### config.mk
export PLATFORM = sky130hd
export DESIGN_NAME = univ_shift_reg
export DESIGN_NICKNAME = d
export VERILOG_FILES = /design/src/rtl/usr_pkg.sv /design/src/rtl/usr_mode_dec.sv /design/src/rtl/usr_cell.sv /design/src/rtl/univ_shift_reg.sv
export SDC_FILE = /design/constraint.sdc
export NUM_CORES = 1
export LEC_CHECK = 0
export ABC_AREA = 1
export BUFFER_PORTS_ARGS = -buffer_cell sky130_fd_sc_hd__buf_2
export CAP_MARGIN = 20
export CORE_MARGIN = 1.5
export CORE_UTILIZATION = 46
export CTS_CLUSTER_DIAMETER = 30
export DETAILED_ROUTE_END_ITERATION = 8
export MAX_ROUTING_LAYER = met4
export PLACE_DENSITY = 0.76
export SYNTH_ARGS = -nofsm -noshare
export SYNTH_HDL_FRONTEND = slang
export SYNTH_SLANG_ARGS = --single-unit
### constraint.sdc
create_clock -name clk -period 1.16 [get_ports clk]
set_clock_uncertainty 0.2 [all_clocks]
set_input_delay 0.058 -clock clk [delete_from_list [all_inputs] [get_ports clk]]
set_output_delay 0.058 -clock clk [all_outputs]
set_load 0.05 [all_outputs]
### src/rtl/usr_pkg.sv
package usr_pkg;
    typedef enum logic [1:0] {
        MODE_HOLD = 2'b00,
        MODE_SHR  = 2'b01,
        MODE_SHL  = 2'b10,
        MODE_LOAD = 2'b11
    } mode_e;

    localparam int SEL_W = 4;
endpackage

### src/rtl/usr_mode_dec.sv
module usr_mode_dec
    import usr_pkg::*;
(
    input  logic [1:0]       mode,
    output logic [SEL_W-1:0] sel
);
    always_comb begin
        sel = '0;
        case (mode_e'(mode))
            MODE_HOLD: sel[0] = 1'b1;
            MODE_SHR:  sel[1] = 1'b1;
            MODE_SHL:  sel[2] = 1'b1;
            default:   sel[3] = 1'b1;
        endcase
    end
endmodule

### src/rtl/usr_cell.sv
module usr_cell
    import usr_pkg::*;
(
    input  logic [SEL_W-1:0] sel,
    input  logic             cur,
    input  logic             from_up,
    input  logic             from_dn,
    input  logic             ld,
    output logic             d
);
    always_comb begin
        d = (sel[0] & cur) | (sel[1] & from_up) | (sel[2] & from_dn) | (sel[3] & ld);
    end
endmodule

### src/rtl/univ_shift_reg.sv
module univ_shift_reg
    import usr_pkg::*;
#(
    parameter int WIDTH = 8
) (
    input  logic             clk,
    input  logic             clr_n,
    input  logic [1:0]       mode,
    input  logic             ser_in_msb,
    input  logic             ser_in_lsb,
    input  logic [WIDTH-1:0] par_in,
    output logic [WIDTH-1:0] q,
    output logic             ser_out_lsb,
    output logic             ser_out_msb
);
    localparam int TOP = WIDTH - 1;

    typedef struct packed {
        logic [WIDTH-1:0] bits;
    } state_t;

    state_t state_d, state_q;
    logic [SEL_W-1:0] sel;
    logic [WIDTH-1:0] up_src, dn_src, cell_d;

    initial begin
        if (WIDTH < 2) $error("univ_shift_reg: WIDTH must be at least 2");
    end

    usr_mode_dec u_dec (
        .mode (mode),
        .sel  (sel)
    );

    for (genvar i = 0; i < WIDTH; i++) begin : g_bit
        if (i == TOP) begin : g_top
            assign up_src[i] = ser_in_msb;
        end else begin : g_mid_up
            assign up_src[i] = state_q.bits[i+1];
        end
        if (i == 0) begin : g_bot
            assign dn_src[i] = ser_in_lsb;
        end else begin : g_mid_dn
            assign dn_src[i] = state_q.bits[i-1];
        end
        usr_cell u_cell (
            .sel     (sel),
            .cur     (state_q.bits[i]),
            .from_up (up_src[i]),
            .from_dn (dn_src[i]),
            .ld      (par_in[i]),
            .d       (cell_d[i])
        );
    end

    always_comb begin
        state_d      = state_q;
        state_d.bits = cell_d;
    end

    always_ff @(posedge clk or negedge clr_n) begin
        if (!clr_n) state_q <= '0;
        else        state_q <= state_d;
    end

    assign q           = state_q.bits;
    assign ser_out_lsb = state_q.bits[0];
    assign ser_out_msb = state_q.bits[TOP];

    p_hold_r1: assert property (@(posedge clk) disable iff (!clr_n)
        (mode == MODE_HOLD) |=> (q == $past(q)));

    p_shr_r2: assert property (@(posedge clk) disable iff (!clr_n)
        (mode == MODE_SHR) |=> (q == {$past(ser_in_msb), $past(q[TOP:1])}));

    p_shl_r3: assert property (@(posedge clk) disable iff (!clr_n)
        (mode == MODE_SHL) |=> (q == {$past(q[TOP-1:0]), $past(ser_in_lsb)}));

    p_load_r4: assert property (@(posedge clk) disable iff (!clr_n)
        (mode == MODE_LOAD) |=> (q == $past(par_in)));

    always @(posedge clk) begin
        if (!clr_n) begin
            p_clear_r5: assert (q == '0);
        end
    end
endmodule

==> results.json, run 1 <==
{
  "final_max_slew_viol_count": 0,
  "vias": 665,
  "worstMarginPinSlew_ns": 0.266,
  "track_usage_pct": 22.4,
  "critical-path-top-delay-family": "flip-flops",
  "timing.fmax_mhz": 871,
  "routed_wl_mm": 1.54,
  "syn_inst": 95,
  "grt_pass1_vias": 544,
  "power.total_w": 0.00104,
  "required_ns": 0.90,
  "ys_ff_latch": 8,
  "final-hold-violation-count": 0,
  "netlist.area_leader.share_pct": 32.1,
  "post-route-util_pct": 66.9,
  "synthMuxAreaShare_pct": 0,
  "n_antenna_cell": 0,
  "area_growth_pct": 37.7,
  "synth.net_count": 109,
  "core_region_area_mm2": 0.00128,
  "r2r_cells": 4,
  "die_area_mm2": 0.00159,
  "synthSimpleGateAreaFrac_pct": 40.3,
  "path_max_fanout": 4,
  "rsz0062_at_grt": "true",
  "synth-compound-area-share_pct": 0,
  "setup_violations": 0,
  "num-nets-final": 139,
  "synthAdderAreaFrac_pct": 0,
  "setup_tns_ns": 0,
  "syn_avg_cell_area_um2": 6.57,
  "period_minus_slack_ns": 1.15,
  "ioPinCount": 24,
  "synth_area_um2": 624,
  "overflow": 0,
  "startpoint_type": "flip-flop",
  "hp-class": "primary input to flip-flop",
  "p_leak_nw": 0.496,
  "clk_path_buf_depth": 2,
  "crit_path_end_kind": "output port",
  "max-slew-margin-rel_pct": 82.2,
  "die_h_um": 39.8,
  "synth_top_family_by_area": "simple AND/OR/NAND/NOR gates",
  "dpl.hpwl_um": 962,
  "clk_latency_ns": 0.26,
  "layout-drive-gt1-share_pct": 26.8,
  "num-fill-cells": 124,
  "min_to": "q[4]",
  "dp_slack_ns": 0.163,
  "seq_area_frac_synth_pct": 32.1,
  "synth.area.top_cells": "dfrtp_1, nand3_1, nand2_1",
  "cp_data_arrival_time_ns": 0.89,
  "drtPass1Iterations": 4,
  "root_buffer": "clkbuf_4",
  "yosys_warnings": 0,
  "slowest_stage": "dfrtp_2",
  "route.antenna.remaining_nets": 0,
  "row_count": 13,
  "yosys.area_share.xor_xnor_pct": 0,
  "hp-start": "mode[1]",
  "reg2reg_from": "q[2]",
  "power_density_mw_per_mm2": 1210,
  "status": "finished, final reports clean",
  "r2r-end": "q[1]",
  "numCtsBuffers": 3,
  "wl_per_cell_um": 11.2,
  "start_util_pct": 48.6,
  "crit_type": "flip-flop to output port",
  "yosys.area.top_type": "dfrtp_1",
  "cp_cell_sequence": "clkbuf_4",
  "cts_setup_buffers": 0,
  "holdPathStages": 5,
  "die_w_um": 39.8,
  "io_buffers": 23,
  "fin_crit_sh_pct": 99.0,
  "tritoncts": "built",
  "grt_pass1_wl_mm": 2.20,
  "h-tree-depth": 1,
  "largest_reg_flops": 8,
  "r2r_slack_ns": 0.16,
  "clock-sinks": 8,
  "grt_start_max_net_pins": 14,
  "vdd_drop_max_mv": 0.543,
  "place_congestion": 0.752,
  "drc": 0,
  "drtIter0Drc": 22,
  "setup_slack_ns": 0.0115,
  "max_cap_viol_count": 0,
  "ys_types": 8,
  "slowest_delay_ns": 0.42,
  "antenna_found_initial": 0,
  "path_clk_slew_ns": 0.06,
  "vias_per_cell": 4.82,
  "cp_num_buf_inv": 1
}
-- stage by stage --
| stage | std cells | cell area (µm²) | hold WS, ns |
|---|---|---|---|
| 2_1_floorplan | 95 | 627 | -0.438 |
| 3_3_place_gp | 123 | 671 | -0.286 |
| 3_5_place_dp | 123 | 671 | -0.282 |
| 4_1_cts | 138 | 833 | 0.0521 |
| 5_1_grt | 138 | 860 | 0.0864 |
| 6_report | 138 | 860 | 0.0554 |
-- cells in the final DEF, fill, tap and decap left out, drive strengths merged --
cell type and instances:
nand3 24, dfrtp 8, nand2 32, nor2 1, dlygate4sd3 12, clkbuf 6, inv 18, buf 22
-- worst max-delay path by stage --
| stage | start | end | slack (ns) | cells past startpoint |
|---|---|---|---|---|
| detailed placement | mode[1] | q[7] | 0.16 | 6 |
| floorplan | q[0] | q[1] | 0.10 | 4 |
| finish | q[7] | ser_out_msb | 0.01 | 1 |
| global route | q[7] | ser_out_msb | -0.02 | 1 |
| global placement | mode[0] | q[6] | 0.17 | 6 |
| CTS | q[7] | ser_out_msb | -0.01 | 1 |
-- per-layer routing --
layer,global-route usage (%),vias to the layer above,wire length [µm]
met2,36.1,29,772
met5,-,-,0
met4,16.4,0,65
met3,4.55,9,77
li1,-,338,-
met1,24.1,289,625
-- report_power, final --
group	internal (W)	switching, W	total, W
logic	0.000161	0.000287	0.000448
registers	0.000320	0.0000476	0.000368
clock network	0.000119	0.000103	0.000222
-- kinds of logic after synthesis --
| family | Yosys count |
|---|---|
| flops | 8 |
| simple gates | 57 |
| buf+inv | 30 |
-- Yosys cell counts (all sizes together) --
master	count
buf	12
dfrtp	8
nand3	24
inv	18
nand2	32
nor2	1
-- area by class of cell --
class / count / area (µm²) / share of cell area, %
Multi-Input combinational cell: 57 / 251 / 29.3
Timing Repair Buffer: 37 / 297 / 34.5
Tap cell: 15 / 18.8 / 2.18
Sequential cell: 8 / 203 / 23.6
Clock buffer: 3 / 22.5 / 2.62
Inverter: 18 / 67.6 / 7.86
-- timing repair --
item,CTS,global route
setup endpoints to repair,10,8
hold endpoints to repair,16,0
hold buffers,12,0
resized for setup,8,8
(Power assumes the default switching activity.)
==> run 2, diff against run 1 <==
--- a/config.mk
+++ b/config.mk
@@ -8,12 +8,16 @@
 export ABC_AREA = 1
 export BUFFER_PORTS_ARGS = -buffer_cell sky130_fd_sc_hd__buf_2
 export CAP_MARGIN = 20
+export CELL_PAD_IN_SITES_DETAIL_PLACEMENT = 2
+export CELL_PAD_IN_SITES_GLOBAL_PLACEMENT = 2
+export CORE_ASPECT_RATIO = 2
 export CORE_MARGIN = 1.5
-export CORE_UTILIZATION = 46
+export CORE_UTILIZATION = 23
 export CTS_CLUSTER_DIAMETER = 30
 export DETAILED_ROUTE_END_ITERATION = 8
 export MAX_ROUTING_LAYER = met4
-export PLACE_DENSITY = 0.76
+export PLACE_DENSITY_LB_ADDON = 0.1
+export RECOVER_POWER = 50
 export SYNTH_ARGS = -nofsm -noshare
 export SYNTH_HDL_FRONTEND = slang
 export SYNTH_SLANG_ARGS = --single-unit
==> run 2 against run 1 <==
Non-clock buffer count is 1 lower. Sequential cell count stayed put. Total power is 12% higher. Routed wire length is 20% higher. Sequential share of layout area is 0.27 points lower. Critical path type unchanged. Fmax is 3.6% higher. Clock power is 63% higher. Combinational power is 3% lower. Clock-buffer cell count is 1 higher. Worst setup slack better by 0.040 ns. Sequential power hardly changed.
==> results.json, run 2 (synthesis gave the netlist of run 1 again) <==
{
  "status": "finished, final reports clean",
  "worstMarginPinSlew_ns": 0.500,
  "core_region_area_mm2": 0.00257,
  "dp.cells": 136,
  "timing.fmax_mhz": 902,
  "tritoncts": "built",
  "vias_per_cell": 4.45,
  "path_max_fanout": 4,
  "cp_data_arrival_time_ns": 0.85,
  "max_cap_viol_count": 0,
  "drtIter0Drc": 3,
  "vdd_drop_max_mv": 0.456,
  "path_clk_slew_ns": 0.05,
  "num-nets-final": 138,
  "cp_cell_sequence": "buf_4",
  "drtPass1Iterations": 3,
  "reg2reg_from": "q[5]",
  "place_congestion": 0.717,
  "clk_path_buf_depth": 2,
  "crit_path_end_kind": "output port",
  "largest_reg_flops": 8,
  "hp-class": "primary input to flip-flop",
  "slowest_delay_ns": 0.42,
  "hp-start": "mode[0]",
  "layout-drive-gt1-share_pct": 26.0,
  "dpl.hpwl_mm": 1.40,
  "clock-sinks": 8,
  "period_minus_slack_ns": 1.11,
  "drc": 0,
  "layout_common_cells": "nand2_1, nand3_1, inv_1",
  "antenna_found_initial": 0,
  "setup_violations": 0,
  "power_density_mw_per_mm2": 1330,
  "grt_pass1_vias": 776,
  "track_usage_pct": 16.0,
  "setup_tns_ns": 0,
  "grt_pass1_wl_mm": 3.35,
  "start_util_pct": 24.3,
  "cp_num_buf_inv": 1,
  "fin_crit_sh_pct": 95.6,
  "numCtsBuffers": 3,
  "slowest_stage": "dfrtp_2",
  "overflow": 0,
  "root_buffer": "clkbuf_8",
  "ioPinCount": 24,
  "critical-path-top-delay-family": "flip-flops",
  "routed_wl_mm": 1.84,
  "r2r_cells": 4,
  "holdPathStages": 5,
  "io_buffers": 23,
  "wl_per_cell_um": 12.2,
  "final_cells": 151,
  "startpoint_type": "flip-flop",
  "route.antenna.remaining_nets": 0,
  "max-slew-margin-rel_pct": 66.6,
  "die_area_mm2": 0.00305,
  "final_max_slew_viol_count": 0,
  "crit_type": "flip-flop to output port",
  "final_common_cell": "nand2_1",
  "die_h_um": 76.7,
  "power.total_w": 0.00116,
  "grt_start_max_net_pins": 15,
  "row_count": 26,
  "final-hold-violation-count": 0,
  "whs_ns": 0.0680,
  "min_to": "q[0]",
  "die_w_um": 39.8,
  "n_antenna_cell": 0,
  "required_ns": 0.90,
  "p_leak_nw": 0.494,
  "r2r_slack_ns": 0.18,
  "clk_latency_ns": 0.23,
  "h-tree-depth": 1,
  "area_growth_pct": 39.3,
  "r2r-end": "q[4]",
  "vias": 672
}
## run 2: final cells by class
| cell class | instances | area [µm²] |
|---|---|---|
| Fill cell | 316 | 1700 |
| Timing Repair Buffer | 36 | 268 |
| Multi-Input combinational cell | 57 | 251 |
| Sequential cell | 8 | 203 |
| Inverter | 18 | 67.6 |
| Clock buffer | 4 | 45.0 |
| Tap cell | 28 | 35.0 |
## run 2: metrics by stage
| stage | util, % | instance area, µm² | setup slack, ns |
|---|---|---|---|
| after floorplan | - | 627 | 0.100 |
| after global placement | 26.7 | 687 | 0.146 |
| after global routing | 33.8 | 870 | -0.00453 |
| final | 33.8 | 870 | 0.0513 |
| after CTS | 33.2 | 852 | 0.00171 |
| after detailed placement | 26.7 | 687 | 0.115 |
## run 2: what timing repair did
item,CTS,global route
endpoints found under the hold margin,16,0
buffers inserted,0,0
setup endpoints to repair,4,7
resized for setup,4,13
hold buffers,11,0
## run 2: worst max-delay path by stage
stage | from | slack (ns) | endpoint | cells past startpoint
3_3_place_gp | mode[1] | 0.15 | q[4] | 6
6_report | q[0] | 0.05 | ser_out_lsb | 1
3_5_place_dp | mode[1] | 0.11 | q[1] | 6
5_1_grt | q[1] | -0.005 | q[1] | 1
4_1_cts | q[3] | 0.002 | q[3] | 1
2_1_floorplan | q[0] | 0.10 | q[1] | 4
## run 2: worst register-to-register path: stages (launching register included)
cell,delay (ns)
dfrtp_1,0.42
nand3_1,0.10
nand2_1,0.06
inv_1,0.05
nand2_1,0.05
## run 2: where the power goes
| group | internal (W) | switching (W) |
|---|---|---|
| logic | 0.000147 | 0.000286 |
| registers | 0.000321 | 0.0000452 |
| clock network | 0.000239 | 0.000122 |
| total | 0.000707 | 0.000453 |
## run 2: routing by layer
| metal | up-vias | share of wire, % | global-route usage, % |
|---|---|---|---|
| met1 | 311 | 38 | 16.5 |
| li1 | 337 | - | - |
| met4 | 0 | 1.2 | 6.21 |
| met5 | - | 0 | - |
| met3 | 2 | 4.0 | 2.60 |
| met2 | 22 | 57 | 27.7 |
==> run 3, diff against run 2 <==
--- a/config.mk
+++ b/config.mk
@@ -10,9 +10,8 @@
 export CAP_MARGIN = 20
 export CELL_PAD_IN_SITES_DETAIL_PLACEMENT = 2
 export CELL_PAD_IN_SITES_GLOBAL_PLACEMENT = 2
-export CORE_ASPECT_RATIO = 2
 export CORE_MARGIN = 1.5
-export CORE_UTILIZATION = 23
+export CORE_UTILIZATION = 20
 export CTS_CLUSTER_DIAMETER = 30
 export DETAILED_ROUTE_END_ITERATION = 8
 export MAX_ROUTING_LAYER = met4
@@ -20,4 +19,5 @@
 export RECOVER_POWER = 50
 export SYNTH_ARGS = -nofsm -noshare
 export SYNTH_HDL_FRONTEND = slang
+export SYNTH_HIERARCHICAL = 1
 export SYNTH_SLANG_ARGS = --single-unit
==> run 3 against run 2 <==
Sequential cell count unchanged. Worst hold slack worse by 0.012 ns. Total power down 9.6%. Sequential power about the same. Largest power group unchanged. Clock-buffer cell count unchanged. Design area down 0.86%.
==> results.json, run 3 <==
{
  "critical-path-top-delay-family": "flip-flops",
  "yosys.area.top_type": "nand2_1",
  "slowest_delay_ns": 0.43,
  "ys_ff_latch": 8,
  "r2r_slack_ns": 0.10,
  "largest_reg_flops": 8,
  "dp.cells": 141,
  "met2_usage_pct": 27.4,
  "path_max_fanout": 4,
  "r2r_cells": 5,
  "post-route-util_pct": 35.1,
  "overflow": 0,
  "final_common_cell": "nand2_1",
  "reg2reg_from": "q[1]",
  "place_congestion": 0.661,
  "hp-start": "mode[0]",
  "routed_wl_mm": 1.70,
  "grt_pass1_vias": 649,
  "final_max_slew_viol_count": 0,
  "max-slew-margin-rel_pct": 65.8,
  "rsz0062_at_grt": "true",
  "startpoint_type": "flip-flop",
  "ys_types": 5,
  "p_leak_nw": 0.513,
  "cp_cell_sequence": "buf_4",
  "ioPinCount": 24,
  "final_cells": 158,
  "layout-drive-gt1-share_pct": 23.4,
  "dpl.hpwl_mm": 1.23,
  "vias_per_cell": 4.06,
  "required_ns": 0.90,
  "final-hold-violation-count": 0,
  "yosysMostFrequentCell": "nand2_1",
  "drc": 0,
  "clk_path_buf_depth": 2,
  "n_antenna_cell": 0,
  "yosys-top-cells-count": "nand2_1, inv_1, dfrtp_1",
  "slowest_stage": "dfrtp_2",
  "timing.fmax_mhz": 873,
  "seq_area_frac_synth_pct": 39.1,
  "num-nets-final": 143,
  "track_usage_pct": 15.5,
  "io_buffers": 23,
  "start_util_pct": 20.8,
  "r2r-end": "q[2]",
  "core_region_area_mm2": 0.00245,
  "yosys_warnings": 6,
  "wl_per_cell_um": 10.7,
  "async_reset_ff_share_pct": 100,
  "netlist.area_leader.share_pct": 41.8,
  "cp_num_buf_inv": 1,
  "fin_crit_sh_pct": 98.7,
  "synth.net_count": 103,
  "route.antenna.remaining_nets": 0,
  "hp-class": "primary input to flip-flop",
  "syn_avg_cell_area_um2": 5.75,
  "setup_violations": 0,
  "grt_start_max_net_pins": 9,
  "synth_area_um2": 512,
  "tritoncts": "built",
  "synthFlopType": "dfrtp_1",
  "path_clk_slew_ns": 0.07,
  "vdd_drop_max_mv": 0.487,
  "crit_type": "flip-flop to output port",
  "clk_latency_ns": 0.26,
  "drtIter0Drc": 0,
  "worstMarginPinSlew_ns": 0.511,
  "drtPass1Iterations": 1,
  "die_area_mm2": 0.00287,
  "syn_inst": 89,
  "die_h_um": 53.6,
  "area_growth_pct": 68.5,
  "synth.area.top_cells": "nand2_1, dfrtp_1, inv_1",
  "max_cap_viol_count": 0,
  "grt_pass1_wl_mm": 2.96,
  "whs_ns": 0.0560,
  "status": "finished, final reports clean",
  "h-tree-depth": 1,
  "grt.busiest_layer": "met2",
  "die_w_um": 53.6,
  "period_minus_slack_ns": 1.15,
  "clock-sinks": 8,
  "row_count": 18,
  "antenna_found_initial": 0,
  "use_met1_pct": 17.3,
  "layout_common_cells": "nand2_1, inv_1, dlygate4sd3_1, buf_2",
  "synth_edf_count": 0,
  "cp_data_arrival_time_ns": 0.89,
  "crit_path_end_kind": "output port",
  "vias": 642,
  "grt_util_met3_pct": 2.50,
  "power_density_mw_per_mm2": 1220,
  "numCtsBuffers": 3,
  "holdPathStages": 6,
  "min_to": "q[0]",
  "root_buffer": "clkbuf_4"
}
## run 3: area by class of cell
class | instances | area (µm²)
fill | 319 | 1590
multi-input combinational | 60 | 228
timing repair buffer | 37 | 297
sequential | 8 | 203
tap | 30 | 37.5
clock buffer | 4 | 26.3
inverter | 19 | 71.3
## run 3: cell families (layout without fill, tap and decap cells)
kind of cell	Yosys count	in the layout	synth area share, %
flops	8	8	39.1
simple gates	60	60	44.0
buf+inv	21	60	16.9
## run 3: stage by stage
step | setup slack, ns | instance area [µm²] | power, W | TNS (ns)
CTS | -0.0210 | 826 | 0.00104 | -0.0407
global route | -0.0170 | 862 | 0.00113 | -0.104
detailed placement | -0.152 | 659 | 0.000728 | -1.06
floorplan | 0.0186 | 514 | 0.000625 | 0
finish | 0.0147 | 862 | 0.00105 | 0
global placement | -0.160 | 659 | 0.000722 | -1.19
## run 3: what timing repair did
action                                  CTS  global route
endpoints found under the hold margin    16             0
hold buffers                             12             0
buffers inserted                          0             1
endpoints found under the setup margin   10            24
resized for setup                         8            13
## run 3: per-layer routing
layer	up-vias	part of all wire (%)
met4	0	0.53
met3	2	3.1
met2	14	55
met5	-	0
li1	325	-
met1	301	41
## run 3: how the worst max path moves through the flow
stage	start	end	slack, ns	cells past startpoint
floorplan	q[6]	q[7]	0.02	4
global placement	mode[1]	q[7]	-0.16	7
detailed placement	mode[1]	q[6]	-0.15	7
CTS	q[0]	q[0]	-0.02	1
global route	q[0]	ser_out_lsb	-0.02	1
finish	q[0]	ser_out_lsb	0.01	1
## run 3: worst reg2reg max path, stage by stage (launching register included)
cell and delay (ns):
dfrtp_1 0.39, clkbuf_1 0.13, nand2_1 0.07, nand2_1 0.05
inv_1 0.05, nand2_1 0.05
## run 3: where the power goes
part	total (W)	internal, W	leakage, nW	switching (W)
combinational	0.000441	0.000161	0.400	0.000280
sequential	0.000365	0.000320	0.0978	0.0000451
clock	0.000243	0.000132	0.0150	0.000111
total	0.00105	0.000613	0.513	0.000436
